==> src/rtl/dtg_pkg.sv <==
package dtg_pkg;
  localparam int CODE_W = 8;
  localparam int DIV_W  = 2;
  localparam int TICK_W = 10;  // largest range: 63 x 16 = 1008 ticks

  typedef enum logic [DIV_W-1:0] {
    DTS_X1  = 2'd0,
    DTS_X2  = 2'd1,
    DTS_X4  = 2'd2,
    DTS_X4R = 2'd3
  } dts_div_e;
endpackage

==> src/rtl/dtg_decode.sv <==
module dtg_decode
  import dtg_pkg::*;
#(
  parameter int GAP_W = 12
) (
  input  logic [CODE_W-1:0] code_i,
  input  logic [DIV_W-1:0]  div_i,
  output logic [GAP_W-1:0]  gap_o
);
  logic [TICK_W-1:0] ticks;
  logic [1:0]        sh;

  // piecewise range: the leading code bits select base and step
  always_comb begin
    if (!code_i[7])
      ticks = TICK_W'(code_i[6:0]);
    else if (!code_i[6])
      ticks = (TICK_W'(64) + TICK_W'(code_i[5:0])) << 1;
    else if (!code_i[5])
      ticks = (TICK_W'(32) + TICK_W'(code_i[4:0])) << 3;
    else
      ticks = (TICK_W'(32) + TICK_W'(code_i[4:0])) << 4;
  end

  always_comb begin
    case (dts_div_e'(div_i))
      DTS_X1:  sh = 2'd0;
      DTS_X2:  sh = 2'd1;
      default: sh = 2'd2;
    endcase
  end

  assign gap_o = GAP_W'(ticks) << sh;
endmodule

==> src/rtl/dtg_gap_timer.sv <==
module dtg_gap_timer #(
  parameter int GAP_W = 12
) (
  input  logic             clk,
  input  logic             rst,
  input  logic             ref_i,
  input  logic [GAP_W-1:0] gap_i,
  output logic             ref_q_o,
  output logic             main_raw_o,
  output logic             comp_raw_o
);
  logic             ref_q;
  logic [GAP_W-1:0] cnt;
  logic             expired;

  always_ff @(posedge clk) begin
    if (rst) begin
      ref_q <= 1'b0;
      cnt   <= '0;
    end else begin
      ref_q <= ref_i;
      if (ref_i != ref_q)
        cnt <= gap_i;          // capture the gap at the edge only
      else if (cnt != '0)
        cnt <= cnt - 1'b1;
    end
  end

  assign expired    = (cnt == '0);
  assign ref_q_o    = ref_q;
  assign main_raw_o = ref_q & expired;
  assign comp_raw_o = ~ref_q & expired;
endmodule

==> src/rtl/dtg_out_stage.sv <==
module dtg_out_stage #(
  parameter int LANES = 2
) (
  input  logic             clk,
  input  logic             rst,
  input  logic             pol_i,
  input  logic [LANES-1:0] raw_i,
  input  logic [LANES-1:0] en_i,
  output logic [LANES-1:0] act_o,
  output logic [LANES-1:0] pin_o
);
  for (genvar g = 0; g < LANES; g++) begin : g_lane
    always_ff @(posedge clk) begin
      if (rst) begin
        act_o[g] <= 1'b0;
        pin_o[g] <= pol_i;
      end else begin
        act_o[g] <= en_i[g] & raw_i[g];
        pin_o[g] <= pol_i ^ (en_i[g] & raw_i[g]);
      end
    end
  end
endmodule

==> src/rtl/dt_pair_gen.sv <==
module dt_pair_gen
  import dtg_pkg::*;
#(
  parameter int GAP_W = 12
) (
  input  logic              clk,
  input  logic              rst,
  input  logic              ref_i,
  input  logic [CODE_W-1:0] dt_code_i,
  input  logic [DIV_W-1:0]  dt_div_i,
  input  logic              en_main_i,
  input  logic              en_comp_i,
  input  logic              pol_i,
  output logic              out_o,
  output logic              outn_o
);
  logic [GAP_W-1:0] gap;
  logic             ref_q;
  logic             main_raw;
  logic             comp_raw;
  logic [1:0]       act_q;
  logic [1:0]       pins;

  dtg_decode #(.GAP_W(GAP_W)) u_dec (
    .code_i (dt_code_i),
    .div_i  (dt_div_i),
    .gap_o  (gap)
  );

  dtg_gap_timer #(.GAP_W(GAP_W)) u_tmr (
    .clk        (clk),
    .rst        (rst),
    .ref_i      (ref_i),
    .gap_i      (gap),
    .ref_q_o    (ref_q),
    .main_raw_o (main_raw),
    .comp_raw_o (comp_raw)
  );

  dtg_out_stage #(.LANES(2)) u_out (
    .clk   (clk),
    .rst   (rst),
    .pol_i (pol_i),
    .raw_i ({comp_raw, main_raw}),
    .en_i  ({en_comp_i, en_main_i}),
    .act_o (act_q),
    .pin_o (pins)
  );

  assign out_o  = pins[0];
  assign outn_o = pins[1];
endmodule

==> config.mk <==
export PLATFORM = sky130hd
export DESIGN_NAME = dt_pair_gen
export DESIGN_NICKNAME = d
export VERILOG_FILES = /design/src/rtl/dtg_pkg.sv /design/src/rtl/dtg_decode.sv /design/src/rtl/dtg_gap_timer.sv /design/src/rtl/dtg_out_stage.sv /design/src/rtl/dt_pair_gen.sv
export SDC_FILE = /design/constraint.sdc
export NUM_CORES = 1
export LEC_CHECK = 0
export BUFFER_PORTS_ARGS = -buffer_cell sky130_fd_sc_hd__buf_2
export CAP_MARGIN = 15
export CORE_MARGIN = 4
export CORE_UTILIZATION = 62
export DETAILED_ROUTE_END_ITERATION = 10
export PLACE_DENSITY = 0.9
export SYNTH_ARGS = -nofsm -noshare
export SYNTH_HDL_FRONTEND = slang
export SYNTH_HIERARCHICAL = 1
export SYNTH_SLANG_ARGS = --single-unit
==> constraint.sdc <==
create_clock -name clk -period 4.8 [get_ports clk]
set_input_delay 0.24 -clock clk [delete_from_list [all_inputs] [get_ports clk]]
set_output_delay 0.24 -clock clk [all_outputs]
set_load 0.05 [all_outputs]
==> results_dict.tcl <==
set metrics [dict create \
    hp-start "pol_i" \
    clock_latency_ns 0.29 \
    finalHoldViolCount 0 \
    rr_worst_depth 5 \
    grt_pass1_vias 1135 \
    antenna_left 0 \
    drc 0 \
    vdd_drop_max_mv 0.214 \
    yosysWarnings 6 \
    end_kind "flip-flop" \
    num_vias 1278 \
    cpMaxStageDelayCell "nor4_1" \
    grt_pass1_wl_mm 5.09 \
    synthCells 162 \
    die-area_um2 2960 \
    path_max_fanout 10 \
    cts_max_level 1 \
    final_cell_mix "buf_2 (17), nor2_1 (17), dfxtp_1 (15), nand2_1 (14)" \
    clock-sinks 15 \
    drtIter0Drc 35 \
    postCtsSetupBuffers 0 \
    worst_slew_pin_slew_ns 0.713 \
    clock_skew_ns 0.00427 \
    r2r-start "u_tmr/cnt[7]" \
    gp_congestion 0.821 \
    nNetsFinal 192 \
    setup_viol 0 \
    cts_tree "built" \
    cts-resized-gates 0 \
    drv_cap 0 \
    r2r_setup_slack_ns 2.72 \
    track_usage_pct 23.7 \
    worstHoldEndpoint "u_out/pin_o[0]" \
    ff_latch_area_um2 300 \
    cts.clk_slew.worst_paths_ns 0.09 \
    synth_fp_nets 180 \
    viasPerCell 6.39 \
    netlist_area_um2 1330 \
    multiInputGateArea_um2 935 \
    fin_crit_ns 2.08 \
    arrival_ns 2.27 \
    routed_wl_mm 3.11 \
    hold_depth 2 \
    num_rows 16 \
    min_period_over_period_pct 43.4 \
    dp.final_hpwl_mm 2.36 \
    slew_viol_final 0 \
    cts_made_buffers 3 \
    hold_path.class "in -> reg" \
    layout-drive-gt1-share_pct 23.7 \
    antenna_found_initial 0 \
    r2r-end "u_out/pin_o[1]" \
    core_area_um2 2000 \
    start_util_pct 66.6 \
    max_freq_mhz 480 \
    cpPeakStageDelay_ns 0.63 \
    die_h_um 54.4 \
    critPathKind "reg -> reg" \
    hold_buffers 0 \
    clockRootBuffer "clkbuf_4" \
    syn_area_per_cell_um2 8.23 \
    finalSetupTns_ns 0 \
    slew_headroom_pct 52.3 \
    clk_path_buf_depth 2 \
    antenna_cells 0 \
    leakagePower_nw 0.602 \
    startpoint_type "flip-flop" \
    holdWs_ns 0.161 \
    grt.overflow.total 0 \
    synthToLayoutAreaGrowth_pct 6.00 \
    drtPass1Iterations 4 \
    fillers 178 \
    startpoint "u_tmr/cnt[7]" \
    rsz0062_at_grt "false" \
    die_w_um 54.4 \
    outcome "finished, final reports clean" \
    port_buffers 17 \
    io-pin-count 18 \
    powerDensity_nw_per_um2 277 \
    grt_max_degree 21 \
    cp_cell_sequence "nor4_1, and3_1, nor2b_1, nand3b_4, xnor2_1" \
    worstPathRequired_ns 4.99 \
    wl_per_cell_um 15.6 \
]
==> power breakdown <==
group	leakage, nW	internal (W)	switching (W)
logic	0.462	0.0000666	0.0000953
clock network	0.0150	0.0000323	0.0000406
registers	0.125	0.000140	0.0000165
==> flip-flops by register name, summed over array words and instances, names as in the netlist <==
register	flops
u_tmr/cnt	12
u_tmr/ref_q_o	1
u_out/pin_o	2
==> routing by layer <==
layer / vias up / share of wire [%] / GRT usage, %
li1: 626 / - / -
met4: 0 / 1.2 / 8.71
met2: 46 / 50 / 40.4
met5: - / 0 / 0
met1: 601 / 43 / 29.5
met3: 5 / 6.1 / 4.36
==> final cells by class <==
type                    instances  share of cell area [%]
repair buffers                 18                    6.55
well taps                      27                    2.39
clock buffers                   4                    1.86
flip-flops and latches         15                    21.2
multi-input cells             129                    66.1
inverters                       7                    1.86
==> per-stage QoR <==
| stage | std cells | utilization, % | cell area, µm² | setup WS [ns] | power (W) |
|---|---|---|---|---|---|
| 5_1_grt | 200 | 70.6 | 1410 | 2.56 | 0.000418 |
| 3_3_place_gp | 196 | 69.3 | 1390 | 2.93 | 0.000309 |
| 6_report | 200 | 70.6 | 1410 | 2.72 | 0.000392 |
| 2_1_floorplan | 162 | - | 1330 | 2.99 | 0.000285 |
| 4_1_cts | 200 | 70.6 | 1410 | 2.74 | 0.000392 |
| 3_5_place_dp | 196 | 69.3 | 1390 | 2.76 | 0.000319 |
==> how the worst max path moves through the flow <==
stage	to	slack (ns)	cells past startpoint
after floorplan	u_tmr/cnt[2]	2.99	7
after global placement	u_out/pin_o[1]	2.93	5
after detailed placement	u_out/pin_o[1]	2.76	5
after CTS	u_out/pin_o[1]	2.74	5
after global routing	u_out/pin_o[1]	2.56	5
final	u_out/pin_o[1]	2.72	5
==> worst max-delay path: cells and delay by family (launching register included) <==
kind | cells | cell delay (ns)
xor gates and xnor gates | 1 | 0.12
DFF | 1 | 0.35
and+or+nand+nor | 4 | 1.51
Note: power is estimated with default switching activity, not from simulation.
